## config.mk

```make
export PLATFORM = sky130hd
export DESIGN_NAME = ser_stat_flags
export DESIGN_NICKNAME = d
export VERILOG_FILES = /design/src/rtl/ser_stat_pkg.sv /design/src/rtl/ser_flag_cell.sv /design/src/rtl/ser_flag_events.sv /design/src/rtl/ser_stat_flags.sv
export SDC_FILE = /design/constraint.sdc
export NUM_CORES = 1
export LEC_CHECK = 0
export BUFFER_PORTS_ARGS = -buffer_cell sky130_fd_sc_hd__buf_2
export CORE_MARGIN = 2
export CORE_UTILIZATION = 30
export DETAILED_ROUTE_END_ITERATION = 8
export RECOVER_POWER = 50
export SLEW_MARGIN = 20
export SYNTH_ARGS = -nofsm -noshare
export SYNTH_HDL_FRONTEND = slang
export SYNTH_SLANG_ARGS = --single-unit
```

## constraint.sdc

```tcl
create_clock -name clk_i -period 1.15 [get_ports clk_i]
set_clock_uncertainty 0.05 [all_clocks]
set_input_delay 0.23 -clock clk_i [delete_from_list [all_inputs] [get_ports clk_i]]
set_output_delay 0.23 -clock clk_i [all_outputs]
set_load 0.005 [all_outputs]
```

## src/rtl/ser_stat_pkg.sv

```systemverilog
package ser_stat_pkg;
  localparam int unsigned REG_W = 8;
  localparam int unsigned NFLAG = 5;

  // flag index order inside the block
  localparam int unsigned F_CE   = 0;
  localparam int unsigned F_ORER = 1;
  localparam int unsigned F_RDRF = 2;
  localparam int unsigned F_TEND = 3;
  localparam int unsigned F_TDRE = 4;

  // bit position of each flag in the status word
  localparam int unsigned FLAG_POS [NFLAG] = '{0, 2, 5, 6, 7};
endpackage

```

## src/rtl/ser_flag_cell.sv

```systemverilog
module ser_flag_cell (
  input  logic clk_i,
  input  logic rst_ni,
  input  logic set_i,
  input  logic hw_clr_i,
  input  logic rd_i,
  input  logic wr_i,
  input  logic wbit_i,
  output logic flag_o
);
  logic flag_q, arm_q;
  logic sw_clr;
  logic flag_d, arm_d;

  assign sw_clr = wr_i && arm_q && !wbit_i;

  always_comb begin
    flag_d = set_i | (flag_q & ~hw_clr_i & ~sw_clr);
    if (rd_i)      arm_d = flag_q;
    else if (wr_i) arm_d = 1'b0;
    else           arm_d = arm_q & flag_q;
  end

  always_ff @(posedge clk_i or negedge rst_ni) begin
    if (!rst_ni) begin
      flag_q <= 1'b0;
      arm_q  <= 1'b0;
    end else begin
      flag_q <= flag_d;
      arm_q  <= arm_d;
    end
  end

  assign flag_o = flag_q;

  p_set_wins_r5: assert property (@(posedge clk_i) disable iff (!rst_ni)
    set_i |=> flag_o);

  p_write_one_keeps_r3: assert property (@(posedge clk_i) disable iff (!rst_ni)
    (wr_i && wbit_i && !hw_clr_i && flag_o) |=> flag_o);

  p_fall_has_cause_r3: assert property (@(posedge clk_i) disable iff (!rst_ni)
    $fell(flag_o) |-> $past(hw_clr_i || wr_i));

  p_unread_write_r4: assert property (@(posedge clk_i) disable iff (!rst_ni)
    (wr_i && !rd_i && flag_o && !hw_clr_i && !arm_q) |=> flag_o);
endmodule

```

## src/rtl/ser_flag_events.sv

```systemverilog
module ser_flag_events
  import ser_stat_pkg::*;
(
  input  logic             clk_i,
  input  logic             rst_ni,
  input  logic [NFLAG-1:0] flags_i,
  input  logic             txd_wr_i,
  input  logic             rxd_rd_i,
  input  logic             rx_done_i,
  input  logic             tx_load_i,
  input  logic             tx_last_i,
  input  logic             tx_en_i,
  input  logic             four_wire_i,
  input  logic             master_i,
  input  logic             cs_n_i,
  input  logic             xfer_start_i,
  input  logic             xfer_busy_i,
  output logic [NFLAG-1:0] set_o,
  output logic [NFLAG-1:0] clr_o
);
  logic tx_en_q, cs_n_q;
  logic tx_en_rise, cs_rise, rx_ok;

  always_ff @(posedge clk_i or negedge rst_ni) begin
    if (!rst_ni) begin
      tx_en_q <= 1'b0;
      cs_n_q  <= 1'b1;
    end else begin
      tx_en_q <= tx_en_i;
      cs_n_q  <= cs_n_i;
    end
  end

  assign tx_en_rise = tx_en_i && !tx_en_q;
  assign cs_rise    = cs_n_i && !cs_n_q;
  assign rx_ok      = rx_done_i && !flags_i[F_ORER];

  always_comb begin
    set_o = '0;
    clr_o = '0;
    set_o[F_RDRF] = rx_ok;
    set_o[F_ORER] = rx_ok && flags_i[F_RDRF];
    set_o[F_TDRE] = tx_en_rise || tx_load_i;
    set_o[F_TEND] = tx_last_i && flags_i[F_TDRE];
    set_o[F_CE]   = four_wire_i &&
                    ((master_i && xfer_start_i && !cs_n_i) ||
                     (!master_i && xfer_busy_i && cs_rise));
    clr_o[F_RDRF] = rxd_rd_i;
    clr_o[F_TDRE] = txd_wr_i;
    clr_o[F_TEND] = txd_wr_i;
  end

  p_slave_ce_r11: assert property (@(posedge clk_i) disable iff (!rst_ni)
    (four_wire_i && !master_i && xfer_busy_i && cs_n_i && !$past(cs_n_i))
      |-> set_o[F_CE]);
endmodule

```

## src/rtl/ser_stat_flags.sv

```systemverilog
module ser_stat_flags
  import ser_stat_pkg::*;
(
  input  logic             clk_i,
  input  logic             rst_ni,
  input  logic             stat_rd_i,
  input  logic             stat_wr_i,
  input  logic [REG_W-1:0] stat_wdata_i,
  input  logic             txd_wr_i,
  input  logic             rxd_rd_i,
  input  logic             rx_done_i,
  input  logic             tx_load_i,
  input  logic             tx_last_i,
  input  logic             tx_en_i,
  input  logic             four_wire_i,
  input  logic             master_i,
  input  logic             cs_n_i,
  input  logic             xfer_start_i,
  input  logic             xfer_busy_i,
  output logic [REG_W-1:0] status_o,
  output logic             rx_inhibit_o
);
  logic [NFLAG-1:0] flags, set_v, clr_v;

  ser_flag_events u_events (
    .clk_i        (clk_i),
    .rst_ni       (rst_ni),
    .flags_i      (flags),
    .txd_wr_i     (txd_wr_i),
    .rxd_rd_i     (rxd_rd_i),
    .rx_done_i    (rx_done_i),
    .tx_load_i    (tx_load_i),
    .tx_last_i    (tx_last_i),
    .tx_en_i      (tx_en_i),
    .four_wire_i  (four_wire_i),
    .master_i     (master_i),
    .cs_n_i       (cs_n_i),
    .xfer_start_i (xfer_start_i),
    .xfer_busy_i  (xfer_busy_i),
    .set_o        (set_v),
    .clr_o        (clr_v)
  );

  for (genvar i = 0; i < NFLAG; i++) begin : g_flag
    ser_flag_cell u_cell (
      .clk_i    (clk_i),
      .rst_ni   (rst_ni),
      .set_i    (set_v[i]),
      .hw_clr_i (clr_v[i]),
      .rd_i     (stat_rd_i),
      .wr_i     (stat_wr_i),
      .wbit_i   (stat_wdata_i[FLAG_POS[i]]),
      .flag_o   (flags[i])
    );
  end

  always_comb begin
    status_o = '0;
    for (int i = 0; i < NFLAG; i++) status_o[FLAG_POS[i]] = flags[i];
  end

  assign rx_inhibit_o = flags[F_ORER];

  p_overrun_set_r7: assert property (@(posedge clk_i) disable iff (!rst_ni)
    (rx_done_i && status_o[FLAG_POS[F_RDRF]] && !rx_inhibit_o)
      |=> status_o[FLAG_POS[F_ORER]]);

  p_inhibit_hold_r7: assert property (@(posedge clk_i) disable iff (!rst_ni)
    (rx_inhibit_o && rx_done_i && !rxd_rd_i && !stat_wr_i)
      |=> $stable(status_o[FLAG_POS[F_RDRF]]));

  p_tend_needs_tdre_r9: assert property (@(posedge clk_i) disable iff (!rst_ni)
    $rose(status_o[FLAG_POS[F_TEND]])
      |-> $past(tx_last_i && status_o[FLAG_POS[F_TDRE]]));

  p_tdre_rise_cause_r8: assert property (@(posedge clk_i) disable iff (!rst_ni)
    $rose(status_o[FLAG_POS[F_TDRE]]) |-> $past(tx_load_i || tx_en_i));

  p_rxd_rd_clears_r6: assert property (@(posedge clk_i) disable iff (!rst_ni)
    (rxd_rd_i && !rx_done_i) |=> !status_o[FLAG_POS[F_RDRF]]);
endmodule

```

==> results_dict.tcl, run 1 <==
set metrics [dict create \
    min_to "u_events.cs_n_q" \
    worstPathArrival_ns 0.81 \
    routed.top_layer "met3" \
    cts_htree_levels 1 \
    ir_drop_mv 0.686 \
    crit_path_end_kind "output port" \
    hold_slack_ns 0.0109 \
    status "complete, no violations" \
    coreArea_sq_um 1760 \
    drv_cap 0 \
    via_per_inst 4.30 \
    hold_viol 0 \
    die_width_um 47.6 \
    synth-adder-area-share_pct 0 \
    final_common_cell "buf_2" \
    cts_buffers 3 \
    ys_warn_count 0 \
    synth_xor_area_share_pct 0 \
    post-route-util_pct 40.6 \
    seqPwrFrac_pct 49.0 \
    antenna_found_initial 0 \
    crit_slowest_cell "dfrtp_1" \
    globalplace.congestion 0.679 \
    p_comb_share_pct 23.2 \
    io_pins 32 \
    hp-class "in -> reg" \
    syn_avg_cell_area_sq_um 10.9 \
    fin_setup_tns_ns 0 \
    clock_sinks 12 \
    start_util_pct 32.3 \
    clk_pin_slew_worst_paths_ns 0.07 \
    dr.pass1.iters 4 \
    reg2reg_to "g_flag[0].u_cell.flag_o" \
    switching_power_uw 304 \
    required_ns 0.87 \
    die-area_sq_um 2260 \
    n_antenna_cell 0 \
    grt_pass1_vias 443 \
    drc 0 \
    critical_path_class "reg -> out" \
    drt_iter0_markers 5 \
    crit_buf_inv 1 \
    slew_headroom_pct 55.5 \
    synth_mux_area_share_pct 0 \
    synthDistinctLibCells 15 \
    dpl.hpwl_um 775 \
    rr_worst_depth 2 \
    finalPower_uw 1180 \
    wl_met2_um 447 \
    start_kind "flip-flop" \
    wl_per_cell_um 9.84 \
    insertion_delay_ns 0.26 \
    areaGrowthSynthToFinish_pct 25.9 \
    cp_max_fo 4 \
    rows 15 \
    final_cell_mix "23 x buf_2, 11 x dfrtp_1, 5 x and2b_1, 5 x o21a_1" \
    synth-simple-area-share_pct 16.7 \
    period_minus_slack_ns 1.09 \
    slew_violations 0 \
    grt_max_degree 13 \
    clkPwrFrac_pct 27.9 \
    synthCells 52 \
    antenna_left 0 \
    die_h_um 47.6 \
    rrSetupSlack_ns 0.18 \
    max_slew.worst_pin.slew_ns 0.668 \
    min-delay-start "cs_n_i" \
    fin_nets 100 \
    ys_ff_latch 12 \
    synth_top_family_by_area "simple AND/OR/NAND/NOR gates" \
    route.met3.wl_um 78 \
    cts_tree "yes" \
    cp_top_family "flip-flops" \
    ys_seq_area_share_pct 53.0 \
    swShare_pct 25.9 \
    grt_overflow_total 0 \
    fmax_mhz 915 \
    layout-drive-gt1-share_pct 38.2 \
    vias 434 \
    synth_compound_area_share_pct 16.5 \
    setup_violations 0 \
    hold_depth 1 \
    r2r_start "u_events.cs_n_q" \
    pwr_density_cell_nw_per_um2 1640 \
    wl_met1_um 468 \
    grt_pass1_wl_um 1770 \
    synth_area_sq_um 569 \
    fillerInstances 195 \
    p_int_uw 873 \
    clk_path_buf_depth 2 \
    port_buffers 25 \
    cts_resized 0 \
    path_cells "buf_2" \
    cts_root_buffer "clkbuf_4" \
    p_leak_uw 0.000356 \
    finalCritPeriodShare_pct 95.1 \
    rsz0062_at_grt "false" \
    track_usage_pct 11.3 \
    routed_wl_um 994 \
    max_stage_delay_ns 0.41 \
]
[stage by stage]
step | worst slack [ns] | cells | cell area [sq um]
CTS | 0.0207 | 100 | 712
global placement | 0.127 | 95 | 666
floorplan | 0.213 | 54 | 577
detailed placement | 0.120 | 95 | 666
finish | 0.0565 | 101 | 717
global route | 0.00850 | 101 | 717
[final cells by class]
cell class	instances	area [sq um]	share of cell area, %
tap	25	31.3	4.36
timing repair buffer	27	140	19.5
clock buffer	4	36.3	5.06
inverter	2	7.51	1.05
sequential	12	302	42.1
multi-input combinational	31	200	27.9
[power by group through the flow]
| stage | Clock [uW] | Sequential [uW] | Combinational (uW) |
|---|---|---|---|
| 2_1_floorplan | 0 | 581 | 198 |
| 3_3_place_gp | 0 | 590 | 240 |
| 3_5_place_dp | 0 | 594 | 241 |
| 4_1_cts | 343 | 586 | 245 |
| 5_1_grt | 371 | 594 | 313 |
| 6_report | 328 | 577 | 273 |
[Yosys cell counts]
master / count / area share [%]
conb_1: 1 / 0.66
and2b_1: 5 / 6.6
inv_1: 2 / 1.3
a311o_1: 1 / 1.8
a22o_1: 1 / 1.5
nor2b_1: 2 / 2.2
dfstp_2: 1 / 4.6
o21a_1: 5 / 6.6
a32o_1: 1 / 1.8
nand3b_1: 4 / 5.3
nand2_1: 4 / 2.6
o31ai_1: 1 / 1.3
dfrtp_1: 11 / 48
o21ai_0: 4 / 3.5
buf_4: 9 / 12
[repair_timing]
| item | 4_1_cts | 5_1_grt |
|---|---|---|
| hold buffers | 1 | 0 |
| endpoints found under the hold margin | 11 | 0 |
| setup endpoints to repair | 0 | 2 |
| setup buffers | 0 | 1 |
[per-layer routing]
layer	up-vias	track usage [%]
met5	-	0
met4	0	4.86
met3	0	4.15
met2	16	17.0
met1	203	14.6
li1	215	-
[worst max path at each step]
stage,cells past startpoint,end,start,slack [ns]
2_1_floorplan,2,g_flag[0].u_cell.flag_o,u_events.cs_n_q,0.21
3_3_place_gp,3,g_flag[4].u_cell.flag_o,stat_wr_i,0.13
3_5_place_dp,3,g_flag[4].u_cell.flag_o,stat_wr_i,0.12
4_1_cts,1,status_o[2],g_flag[1].u_cell.flag_o,0.02
5_1_grt,1,status_o[7],g_flag[4].u_cell.flag_o,0.008
6_report,1,status_o[7],g_flag[4].u_cell.flag_o,0.06
[flip-flops by register name (all words and copies together) (netlist names)]
signal                count
u_events.cs_n_q           1
g_flag.u_cell.arm_q       5
u_events.tx_en_q          1
g_flag.u_cell.flag_o      5
[cells by family after synthesis]
| group | count (synthesis) |
|---|---|
| simple gates | 15 |
| compound gates | 13 |
| flops | 12 |
| buf+inv | 11 |
| other cells | 1 |
Power figures use the tool's default switching activity.
==> run 2, diff against run 1 <==
Settings changed: CAP_MARGIN set to 40, GPL_TIMING_DRIVEN set to 0, MAX_ROUTING_LAYER set to met4.
==> results_dict.tcl, run 2 (synthesis gave the netlist of run 1 again) <==
set metrics [dict create \
    status "complete, no violations" \
    hold_slack_ns 0.0105 \
    swShare_pct 25.6 \
    reg2reg_to "g_flag[2].u_cell.flag_o" \
    clk_path_buf_depth 2 \
    insertion_delay_ns 0.26 \
    port_buffers 24 \
    p_comb_share_pct 27.9 \
    crit_slowest_cell "dfrtp_1" \
    drc 0 \
    start_util_pct 32.3 \
    cp_max_fo 3 \
    fin_nets 106 \
    crit_path_end_kind "output port" \
    io_pins 32 \
    drv_cap 0 \
    hold_viol 0 \
    grt_pass1_wl_um 1820 \
    clk_pin_slew_worst_paths_ns 0.08 \
    post-route-util_pct 44.3 \
    required_ns 0.87 \
    min_to "u_events.cs_n_q" \
    setup_violations 0 \
    n_antenna_cell 0 \
    finalCritPeriodShare_pct 93.5 \
    hp-class "in -> reg" \
    grt_max_degree 13 \
    dp.cells 103 \
    clock_sinks 12 \
    ir_drop_mv 0.756 \
    crit_buf_inv 1 \
    top_usage_layer "met2" \
    critical_path_class "reg -> out" \
    use_met2_pct 18.1 \
    cts_tree "yes" \
    r2r_start "g_flag[2].u_cell.flag_o" \
    antenna_found_initial 0 \
    dr.pass1.iters 1 \
    pwr_density_cell_nw_per_um2 1590 \
    cts_htree_levels 1 \
    final_cells 107 \
    layout-drive-gt1-share_pct 41.5 \
    slew_headroom_pct 57.5 \
    cts_root_buffer "clkbuf_4" \
    dpl.hpwl_um 806 \
    areaGrowthSynthToFinish_pct 37.4 \
    antenna_left 0 \
    drt_iter0_markers 0 \
    wl_per_cell_um 9.67 \
    clkPwrFrac_pct 26.1 \
    track_usage_pct 11.9 \
    grt_pass1_vias 447 \
    fmax_mhz 930 \
    globalplace.congestion 0.689 \
    die_width_um 47.6 \
    via_per_inst 4.15 \
    rsz0062_at_grt "false" \
    cp_top_family "flip-flops" \
    coreArea_sq_um 1760 \
    period_minus_slack_ns 1.08 \
    final_cell_mix "18 x buf_2, 11 x dfrtp_1, 8 x buf_4" \
    grt_overflow_total 0 \
    final_area_sq_um 782 \
    rr_worst_depth 4 \
    worstPathArrival_ns 0.80 \
    hold_depth 1 \
    path_cells "buf_2" \
    routed_wl_um 1040 \
    met3_usage_pct 2.26 \
    max_stage_delay_ns 0.40 \
    cts_buffers 3 \
    rrSetupSlack_ns 0.14 \
    p_int_uw 927 \
    min-delay-start "cs_n_i" \
    switching_power_uw 320 \
    rows 15 \
    slew_violations 0 \
    placed_area_sq_um 728 \
    p_leak_uw 0.000392 \
    final_common_cell "buf_2" \
    use_met1_pct 15.4 \
    die_h_um 47.6 \
    die-area_sq_um 2260 \
    vias 444 \
    start_kind "flip-flop" \
    max_slew.worst_pin.slew_ns 0.637 \
    seqPwrFrac_pct 45.9 \
]
-- run 2: cell types whose count changed in the layout (fill, tap and decap cells not counted) --
cell | previous run | this run
buf_6 | 0 | 3
buf_4 | 1 | 8
buf_2 | 23 | 18
buf_1 | 0 | 1
-- run 2: how the worst max path moves through the flow --
stage / endpoint / from / cells past startpoint / slack (ns)
global route: status_o[0] / g_flag[0].u_cell.flag_o / 1 / 0.01
global placement: g_flag[4].u_cell.flag_o / stat_wdata_i[7] / 3 / 0.16
CTS: status_o[2] / g_flag[1].u_cell.flag_o / 2 / -0.04
floorplan: g_flag[0].u_cell.flag_o / u_events.cs_n_q / 2 / 0.21
detailed placement: g_flag[4].u_cell.flag_o / stat_wdata_i[7] / 3 / 0.16
finish: status_o[0] / g_flag[0].u_cell.flag_o / 1 / 0.07
-- run 2: power by group through the flow --
stage,combinational [uW],sequential (uW),clock (uW)
after global routing,394,588,364
after CTS,379,572,341
after detailed placement,320,595,0
after global placement,313,594,0
final,349,573,326
after floorplan,198,581,0
-- run 2: cell type report --
| type | count | area (sq um) |
|---|---|---|
| Buffer | 4 | 30.0 |
| Clock buffer | 4 | 36.3 |
| Fill cell | 187 | 982 |
| Inverter | 2 | 7.51 |
| Multi-Input combinational cell | 31 | 200 |
| Sequential cell | 12 | 302 |
| Tap cell | 25 | 31.3 |
| Timing Repair Buffer | 29 | 175 |
-- run 2: metrics by stage --
stage / setup slack, ns / TNS, ns / power, uW
after floorplan: 0.213 / 0 / 779
after global placement: 0.156 / 0 / 907
after detailed placement: 0.164 / 0 / 915
after CTS: -0.0447 / -0.0447 / 1290
after global routing: 0.0141 / 0 / 1350
final: 0.0745 / 0 / 1250
-- run 2: timing repair --
item	4_1_cts	5_1_grt
endpoints found under the setup margin	5	1
resized for setup	3	0
buffers inserted	4	0
gates cloned	0	0
endpoints found under the hold margin	11	0
hold buffers	1	0
-- run 2: per-layer routing --
metal  wire length, um  part of all wire [%]  vias up
met5                 0                     0        -
met4                 0                     0        0
met3                60                   5.8        0
met2               477                    46       16
met1               497                    48      203
li1                  -                     -      225
